$ cat src/rtl/rg_pkg.sv
package rg_pkg;
  typedef enum logic [1:0] {
    ST_RUN  = 2'd0,
    ST_HOLD = 2'd1,
    ST_COOL = 2'd2,
    ST_LOCK = 2'd3
  } rg_state_e;
endpackage

$ cat src/rtl/rg_filter.sv
// Consecutive-sample debounce: conf rises after len high samples.
module rg_filter #(
  parameter int TW = 16
) (
  input  logic          clk,
  input  logic          rst,
  input  logic          raw,
  input  logic [TW-1:0] len,
  output logic          conf
);
  logic [TW-1:0] cnt;

  always_ff @(posedge clk) begin
    if (rst || !raw) begin
      cnt  <= '0;
      conf <= 1'b0;
    end else begin
      conf <= (cnt >= len - 1'b1);
      if (cnt != '1) cnt <= cnt + 1'b1;
    end
  end
endmodule

$ cat src/rtl/rg_classify.sv
// Chooses phase isolation or global shutdown for confirmed faults.
module rg_classify #(
  parameter int NPH = 4,
  parameter int PW  = 3
) (
  input  logic [NPH-1:0] ph_flt,
  input  logic           uv_flt,
  input  logic [NPH-1:0] mask,
  input  logic           iso_en,
  input  logic           lock_mode,
  input  logic [PW-1:0]  min_ph,
  output logic           glob,
  output logic           busy,
  output logic [NPH-1:0] iso_sel
);
  logic [NPH-1:0] fresh;
  logic           can_iso;
  int             nfresh;
  int             nleft;

  always_comb begin
    fresh   = ph_flt & ~mask;
    nfresh  = $countones(fresh);
    nleft   = NPH - $countones(mask) - 1;
    can_iso = iso_en && !lock_mode && !uv_flt && (nfresh == 1) &&
              (nleft >= int'(min_ph));
    iso_sel = can_iso ? fresh : '0;
    glob    = uv_flt || ((nfresh != 0) && !can_iso);
    busy    = uv_flt || (nfresh != 0);
  end
endmodule

$ cat src/rtl/rg_recovery.sv
// Rail state machine: hold, cooldown, bounded retry, lock-off.
module rg_recovery
  import rg_pkg::*;
#(
  parameter int TW = 16,
  parameter int CW = 4
) (
  input  logic          clk,
  input  logic          rst,
  input  logic          glob,
  input  logic          busy,
  input  logic          uv_ok,
  input  logic          lock_mode,
  input  logic          clear,
  input  logic [TW-1:0] cool_len,
  input  logic [TW-1:0] win_len,
  input  logic [CW-1:0] cap,
  output rg_state_e     state,
  output logic          tripped
);
  logic [TW-1:0] ccnt;
  logic [TW-1:0] wcnt;
  logic [CW-1:0] retries;

  always_ff @(posedge clk) begin
    if (rst) begin
      state   <= ST_HOLD;
      tripped <= 1'b0;
      ccnt    <= '0;
      wcnt    <= '0;
      retries <= '0;
    end else begin
      // observation window: forget retries after a quiet span
      if (retries != '0) begin
        if (wcnt >= win_len) begin
          retries <= '0;
          wcnt    <= '0;
        end else begin
          wcnt <= wcnt + 1'b1;
        end
      end
      if (clear) begin
        retries <= '0;
        wcnt    <= '0;
      end
      case (state)
        ST_RUN: if (glob) begin
          tripped <= 1'b1;
          wcnt    <= '0;
          if (lock_mode || retries >= cap) begin
            state <= ST_LOCK;
          end else begin
            state <= ST_HOLD;
            if (retries != '1) retries <= retries + 1'b1;
          end
        end
        ST_HOLD: if (!busy && uv_ok) begin
          state <= ST_COOL;
          ccnt  <= '0;
        end
        ST_COOL: begin
          if (busy) begin
            state <= ST_HOLD;
          end else if (ccnt >= cool_len) begin
            state   <= ST_RUN;
            tripped <= 1'b0;
          end else begin
            ccnt <= ccnt + 1'b1;
          end
        end
        default: if (clear) state <= ST_HOLD;
      endcase
    end
  end
endmodule

$ cat src/rtl/rail_guard.sv
module rail_guard
  import rg_pkg::*;
#(
  parameter int NPH = 4,
  parameter int TW  = 16,
  parameter int CW  = 4,
  localparam int PW = $clog2(NPH + 1)
) (
  input  logic           clk,
  input  logic           rst,
  input  logic [NPH-1:0] oc_flag,
  input  logic [NPH-1:0] ot_flag,
  input  logic           uv_low,
  input  logic           uv_high,
  input  logic           lock_mode,
  input  logic           iso_en,
  input  logic [PW-1:0]  min_ph,
  input  logic [TW-1:0]  deb_len,
  input  logic [TW-1:0]  cool_len,
  input  logic [TW-1:0]  win_len,
  input  logic [TW-1:0]  pg_len,
  input  logic [TW-1:0]  uv_len,
  input  logic [CW-1:0]  retry_cap,
  input  logic           clear,
  output logic [NPH-1:0] phase_off,
  output logic           rail_off,
  output logic           fault,
  output logic           pgood,
  output logic           hot,
  output logic           locked
);
  logic [NPH-1:0] oc_c, ot_c, iso_mask, iso_sel;
  logic           uv_c, glob, busy, tripped, uv_ok;
  logic [TW-1:0]  uv_cnt, pg_cnt;
  rg_state_e      state;

  // detect
  for (genvar i = 0; i < NPH; i++) begin : g_ph
    rg_filter #(.TW(TW)) u_oc (.clk(clk), .rst(rst), .raw(oc_flag[i]), .len(deb_len), .conf(oc_c[i]));
    rg_filter #(.TW(TW)) u_ot (.clk(clk), .rst(rst), .raw(ot_flag[i]), .len(deb_len), .conf(ot_c[i]));
  end
  rg_filter #(.TW(TW)) u_uv (.clk(clk), .rst(rst), .raw(uv_low), .len(deb_len), .conf(uv_c));

  // classify
  rg_classify #(.NPH(NPH), .PW(PW)) u_cls (
    .ph_flt(oc_c | ot_c), .uv_flt(uv_c), .mask(iso_mask), .iso_en(iso_en),
    .lock_mode(lock_mode), .min_ph(min_ph), .glob(glob), .busy(busy), .iso_sel(iso_sel)
  );

  // recover
  rg_recovery #(.TW(TW), .CW(CW)) u_rec (
    .clk(clk), .rst(rst), .glob(glob), .busy(busy), .uv_ok(uv_ok),
    .lock_mode(lock_mode), .clear(clear), .cool_len(cool_len), .win_len(win_len),
    .cap(retry_cap), .state(state), .tripped(tripped)
  );

  // supply stability above the turn-on level
  assign uv_ok = (uv_cnt >= uv_len);
  always_ff @(posedge clk) begin
    if (rst || !uv_high || uv_low) uv_cnt <= '0;
    else if (!uv_ok)               uv_cnt <= uv_cnt + 1'b1;
  end

  // act: inhibit follows the confirmed fault in the same cycle
  assign rail_off  = (state != ST_RUN) || glob;
  assign phase_off = iso_mask | iso_sel | {NPH{rail_off}};
  assign locked    = (state == ST_LOCK);

  always_ff @(posedge clk) begin
    if (rst || clear)         iso_mask <= '0;
    else if (state == ST_RUN) iso_mask <= iso_mask | iso_sel;
  end

  // report: one cycle behind the inhibit
  always_ff @(posedge clk) begin
    if (rst) begin
      fault  <= 1'b0;
      hot    <= 1'b0;
      pgood  <= 1'b0;
      pg_cnt <= '0;
    end else begin
      fault <= glob || (|iso_sel) || (|iso_mask) || tripped;
      hot   <= |ot_c;
      if (rail_off) begin
        pgood  <= 1'b0;
        pg_cnt <= '0;
      end else if (pg_cnt >= pg_len) begin
        pgood <= 1'b1;
      end else begin
        pg_cnt <= pg_cnt + 1'b1;
      end
    end
  end
endmodule

$ cat config.mk
export PLATFORM = sky130hd
export DESIGN_NAME = rail_guard
export DESIGN_NICKNAME = d
export VERILOG_FILES = /design/src/rtl/rg_pkg.sv /design/src/rtl/rg_filter.sv /design/src/rtl/rg_classify.sv /design/src/rtl/rg_recovery.sv /design/src/rtl/rail_guard.sv
export SDC_FILE = /design/constraint.sdc
export NUM_CORES = 1
export LEC_CHECK = 0
export ABC_AREA = 1
export CAP_MARGIN = 20
export CORE_MARGIN = 10
export CORE_UTILIZATION = 40
export CTS_BUF_LIST = sky130_fd_sc_hd__clkbuf_8 sky130_fd_sc_hd__clkbuf_16
export CTS_CLUSTER_DIAMETER = 200
export DETAILED_ROUTE_END_ITERATION = 10
export DONT_BUFFER_PORTS = 1
export GPL_ROUTABILITY_DRIVEN = 0
export PLACE_DENSITY = 0.6
export SETUP_SLACK_MARGIN = 0.4
export SLEW_MARGIN = 20
export SYNTH_ARGS = -nofsm -noshare
export SYNTH_HDL_FRONTEND = slang
export SYNTH_HIERARCHICAL = 1
export SYNTH_SLANG_ARGS = --single-unit
$ cat constraint.sdc
create_clock -name clk -period 6.2 [get_ports clk]
set_clock_uncertainty 0.2 [all_clocks]
set_input_delay 1.24 -clock clk [delete_from_list [all_inputs] [get_ports clk]]
set_output_delay 1.24 -clock clk [all_outputs]
set_load 0.03 [all_outputs]
==> results.yml, run 1 <==
outcome:
  outcome: "finished clean"
critical_path:
  crit_path_max_incr_delay_ns: 0.45
  path_common_cell: "ha_1"
  r2r_slack_ns: 2.28
  crit_type: "register to output port"
  slowest_stage: "fa_1"
  crit_path_start_kind: "register"
  cp_max_fo: 5
  cp.required_ns: 4.76
  worstPathCellList: "inv_1 -> fa_1 -> ha_1 -> ha_1 -> inv_1 -> ha_1 -> ha_1 -> inv_1 -> ha_1 -> nand2_1 -> nand2_2 -> a21oi_1 -> nor2_4 -> nand2_1"
  worst_setup_path_end_kind: "output port"
  cp.arrival_ns: 3.75
synthesis:
  yosys.area.top_type: "dfxtp_1"
  yosys_warnings: 6
  yosysUniqueCellTypes: 46
  ys_top_cells_by_area: "dfxtp_1 22%, ha_1 15%, nand2_1 13%"
  ys_ff_latch: 231
  synth_commonest_cells: "741 x nand2_1, 530 x inv_1, 390 x nor2_1"
  synth_edf_count: 0
  avgSynthCellArea_um2: 6.48
  syn_area_um2: 20600
  syn-num-nets: 3533
  syn_inst: 3183
  synth_top_area_share_pct: 22.4
  yosysSeqAreaShare_pct: 22.4
  synth.most_common_cell: "nand2_1"
  ys.flop_type: "dfxtp_1"
  async_flop_share_pct: 0
placement:
  post_dp_cell_area_um2: 21200
  io_buffers: 0
  dp_slack_ns: 1.58
  dp_hpwl_um: 37100
floorplanning:
  core-area_um2: 51200
  rows: 83
  fp.dieW_um: 247
  die_height_um: 247
  dieArea_um2: 61100
  io_pins: 111
  start_util_pct: 40.3
cells_and_area:
  multiInputGateArea_um2: 13700
  fin_area_um2: 22300
  area_growth_pct: 8.14
  fill_cells: 5419
  area.sequential_um2: 4620
  num-nets-final: 3532
  layout-drive-gt1-share_pct: 6.89
drt:
  vias: 18600
  routed_via_density: 4.79
  routedWlPerCell_um: 12.8
  drc: 0
  ant_nets: 0
  first_iter_violations: 971
  drt_pass1_iterations: 5
  wirelength_um: 49900
clock_tree:
  clk_latency_ns: 0.58
  htree_levels: 1
  cts_setup_buffers: 0
  numCtsBuffers: 31
  clock_sinks: 231
  cts_tree: "built"
  cts_hold_buffers: 0
  cts_buffer_depth: 3
  root_buffer: "clkbuf_16"
  ctsResizeCount: 0
  clkSlewWorstSetupHoldPaths_ns: 0.06
power_and_ir_drop:
  leakage_nw: 10.7
  finalPower_w: 0.00395
  power.density_nw_per_um2: 177
  max-vdd-ir-drop_uv: 202
run:
  drv_cap: 0
grt:
  grt_max_degree: 37
  gr-total-overflow: 0
  antenna_found_initial: 3
  grt_pass1_wl_um: 84300
  grt_pass1_vias: 17400
  grt.total_usage_pct: 16.2
sta:
  slew_viol_final: 0
  fmax_mhz: 193
  finalSetupViolations: 0
  relSlewSlack_pct: 52.5
  setup-tns-final_ns: 0
  holdWs_ns: 0.289
  tightestPinTransition_ns: 0.712
  rsz0062_at_grt: "false"
  fin_crit_sh_pct: 83.7
  period_minus_slack_ns: 5.19
  setup_ws_ns: 1.01
  hold_viol: 0
hold_path:
  holdCritPathClass: "register to register"
metrics by stage:
stage,utilization (%),std cells
3_5_place_dp,41.5,3829
5_1_grt,43.6,3887
6_report,43.6,3888
3_3_place_gp,41.5,3829
4_1_cts,43.6,3887
2_1_floorplan,-,3183
layout by cell type (no fill, tap or decap), types with 4 or more instances in the layout:
| cell type | synthesis | routed |
|---|---|---|
| nor3_4 | 9 | 9 |
| o21ai_0 | 76 | 76 |
| xor2_1 | 84 | 84 |
| nand3_1 | 238 | 238 |
| o21a_1 | 20 | 20 |
| inv_6 | 0 | 5 |
| bufinv_16 | 0 | 4 |
| nor3_1 | 53 | 53 |
| clkinv_4 | 0 | 4 |
| nor2_2 | 14 | 14 |
| a21oi_1 | 166 | 166 |
| nand3_2 | 16 | 16 |
| nor3b_1 | 5 | 5 |
| nand2_1 | 741 | 741 |
| inv_2 | 21 | 21 |
| o21bai_1 | 10 | 10 |
| nor2_4 | 15 | 15 |
| inv_1 | 530 | 534 |
| nand4_1 | 50 | 50 |
| o21ai_1 | 4 | 4 |
| ha_1 | 246 | 246 |
| nand3b_1 | 11 | 11 |
| clkbuf_16 | 0 | 31 |
| nand2_2 | 27 | 27 |
| nand2_4 | 14 | 14 |
| clkinv_2 | 0 | 4 |
| nor2_1 | 390 | 390 |
| a21oi_2 | 9 | 9 |
| o31ai_1 | 4 | 4 |
| a21o_1 | 4 | 4 |
| a31oi_1 | 45 | 45 |
| or2_2 | 32 | 32 |
| dfxtp_1 | 231 | 231 |
| xnor2_1 | 62 | 62 |
area by class of cell:
cell class | count | share of cell area [%]
antenna | 1 | 0.0112
clock buffer | 34 | 3.66
clock inverter | 24 | 1.17
inverter | 551 | 9.27
multi-input combinational | 2366 | 61.3
sequential | 231 | 20.7
tap | 680 | 3.81
timing repair buffer | 1 | 0.0336
path summary, 6_finish.rpt:
kind / startpoint / to / cells after the start
setup / recovery: iso_mask[3] / phase_off[3] / 14
hold / removal: iso_mask[0] / iso_mask[0] / 2
setup reg to reg: iso_mask[3] / u_rec/wcnt[11] / 16
hold reg to reg: iso_mask[0] / iso_mask[0] / 2
registers in the layout (all words and copies together) (netlist names):
register	count
g_ph.u_oc/cnt	64
g_ph.u_ot/cnt	64
pg_cnt	16
u_rec/ccnt	16
u_rec/wcnt	16
u_uv/cnt	16
uv_cnt	16
g_ph.u_oc/conf	4
g_ph.u_ot/conf	4
iso_mask	4
u_rec/retries	4
u_rec/state	2
fault	1
hot	1
pgood	1
u_rec/tripped	1
u_uv/conf	1
critical path: cells and delay by family (launching register included):
kind,cells,cell delay (ns)
flops,1,0.38
buf+inv,3,0.17
simple gates,4,0.54
fa+ha+maj,6,1.63
compound gates,1,0.45
kinds of logic after synthesis:
kind of cell               synth area share, %
and+or+nand+nor                           35.6
buffers and inverters                     11.3
AOI/OAI and AO/OA                         9.45
adders and majority gates                 15.1
DFF                                       22.4
xor gates and xnor gates                  6.20
report_power, final:
group	leakage (nW)	internal [W]	total (W)	switching, W
clock network	0.543	0.00113	0.00188	0.000752
logic	8.32	0.000176	0.000534	0.000359
registers	1.86	0.00150	0.00154	0.0000335
routing by layer:
metal  share of wire, %  vias up  routed length, um  track usage [%]
li1                   -    10200                  -                -
met1                 48     8143              24200             21.3
met2                 45      260              22500             27.7
met3                4.7       50               2320             2.56
met4                1.7        2                841             2.99
met5              0.032        -                 16                0
Power figures use the tool's default switching activity.
==> run 2, diff against run 1 <==
==> constraint.sdc (replaced) <==
create_clock -name clk -period 5.39 [get_ports clk]
set_clock_uncertainty 0.2 [all_clocks]
set_input_delay 1.078 -clock clk [delete_from_list [all_inputs] [get_ports clk]]
set_output_delay 1.078 -clock clk [all_outputs]
set_load 0.03 [all_outputs]
==> run 2 against run 1 <==
Compared with the run above:
- sequential power increased by 15%
- die area unchanged
- final cell count decreased by 0.23%
- setup slack got worse by 0.40 ns
- register-to-register slack got worse by 0.74 ns
- core utilization decreased by 0.18 points
- non-clock buffer count decreased by 1
- sequential share of layout area increased by 0.096 points
- hold slack got worse by 0.015 ns
- critical endpoint unchanged
- largest power group unchanged
- highest routed layer unchanged
==> results.yml, run 2 (same netlist as run 1, synthesis figures left out) <==
outcome:
  outcome: "finished clean"
sta:
  hold_viol: 0
  holdWs_ns: 0.274
  tightestPinTransition_ns: 1.21
  relSlewSlack_pct: 18.3
  period_minus_slack_ns: 4.78
  fmax_mhz: 209
  setup-tns-final_ns: 0
  finalSetupViolations: 0
  rsz0062_at_grt: "false"
  fin_crit_sh_pct: 88.6
  slew_viol_final: 0
  setup_ws_ns: 0.614
critical_path:
  path_buf_inv: 3
  slowest_stage: "fa_1"
  crit_path_start_kind: "register"
  cp.required_ns: 4.11
  worstPathCellList: "inv_1 -> fa_1 -> ha_1 -> ha_1 -> inv_1 -> ha_1 -> ha_1 -> inv_1 -> ha_1 -> nand2_1 -> nand2_2 -> a21oi_4 -> nor2_4 -> nand2_1"
  crit_path_max_incr_delay_ns: 0.45
  path_common_cell: "ha_1"
  cp_max_fo: 5
  path_delay_family: "adder cells"
  cp.arrival_ns: 3.50
  worst_setup_path_end_kind: "output port"
  crit_type: "register to output port"
grt:
  gr-total-overflow: 0
  grt_max_degree: 37
  grt_pass1_wl_um: 83800
  antenna_found_initial: 2
  grt.total_usage_pct: 16.1
  grt_pass1_vias: 17400
clock_tree:
  clk_latency_ns: 0.58
  clock_sinks: 231
  cts_tree: "built"
  htree_levels: 1
  cts_hold_buffers: 0
  root_buffer: "clkbuf_16"
  cts_buffer_depth: 3
  numCtsBuffers: 29
  cts_setup_buffers: 0
  clkSlewWorstSetupHoldPaths_ns: 0.06
drt:
  routed_via_density: 4.84
  first_iter_violations: 898
  vias: 18800
  routedWlPerCell_um: 12.9
  drt_pass1_iterations: 5
  drc: 0
  ant_nets: 0
  wirelength_um: 50000
cells_and_area:
  fin_cells: 3879
  area_growth_pct: 7.69
  fin_area_um2: 22200
  layout-drive-gt1-share_pct: 6.91
  num_antenna_cells: 0
  final_common_cell: "nand2_1"
  layout_common_cells: "739 x nand2_1, 531 x inv_1, 390 x nor2_1"
  reg_top3: "g_ph.u_oc/cnt: 64 flops, g_ph.u_ot/cnt: 64 flops"
  num-nets-final: 3529
placement:
  numPlacedInstances: 3828
  dp_slack_ns: 0.904
  io_buffers: 0
  post_dp_cell_area_um2: 21200
  dp_hpwl_um: 37100
floorplanning:
  dieArea_um2: 61100
  core-area_um2: 51200
  io_pins: 111
  start_util_pct: 40.3
  rows: 83
  die_height_um: 247
  fp.dieW_um: 247
hold_path:
  holdCritPathClass: "register to register"
power_and_ir_drop:
  leakage_nw: 10.7
  power.density_nw_per_um2: 197
  max-vdd-ir-drop_uv: 213
run:
  drv_cap: 0
==> run 2: layout make-up <==
class                           count  area, um^2
Clock buffer                       35         808
Fill cell                        5423       29000
Sequential cell                   231        4630
Tap cell                          680         851
Multi-Input combinational cell   2366       13700
Clock inverter                     16         159
Inverter                          551        2070
==> run 2: what timing repair did <==
action                     4_1_cts  5_1_grt
setup endpoints to repair        5        5
cloned                           0        0
gates resized for setup          1        9
==> run 2: worst paths after layout <==
| kind | start | to | slack, ns | cells after the start |
|---|---|---|---|---|
| max | iso_mask[3] | phase_off[3] | 0.61 | 14 |
| min | iso_mask[1] | iso_mask[1] | 0.27 | 2 |
| max reg2reg | g_ph[3].u_oc/conf | u_rec/ccnt[6] | 1.54 | 14 |
| min reg2reg | iso_mask[1] | iso_mask[1] | 0.27 | 2 |
==> run 2: routing by layer <==
layer,vias to the layer above,track usage (%),wire (um)
met2,232,27.7,22800
met1,8341,21.0,24300
met5,-,0,29
met4,4,2.96,797
met3,53,2.71,2110
li1,10200,-,-
==> run 2: power breakdown <==
part	switching (W)	internal (W)	total (W)	leakage, nW
logic	0.000417	0.000205	0.000621	8.32
clock network	0.000784	0.00120	0.00198	0.499
registers	0.0000394	0.00173	0.00177	1.86
total	0.00124	0.00313	0.00437	10.7
==> run 2: metrics by stage <==
stage	utilization [%]	total power (W)
after global placement	41.5	0.00242
after global routing	43.4	0.00460
final	43.4	0.00437
after floorplan	-	0.00233
after CTS	43.4	0.00446
after detailed placement	41.5	0.00243
==> run 2: tightest hold or removal path, stage by stage, from the launching register on <==
cell,delay (ns)
dfxtp_2,0.33
a21oi_1,0.04
nor2_1,0.07
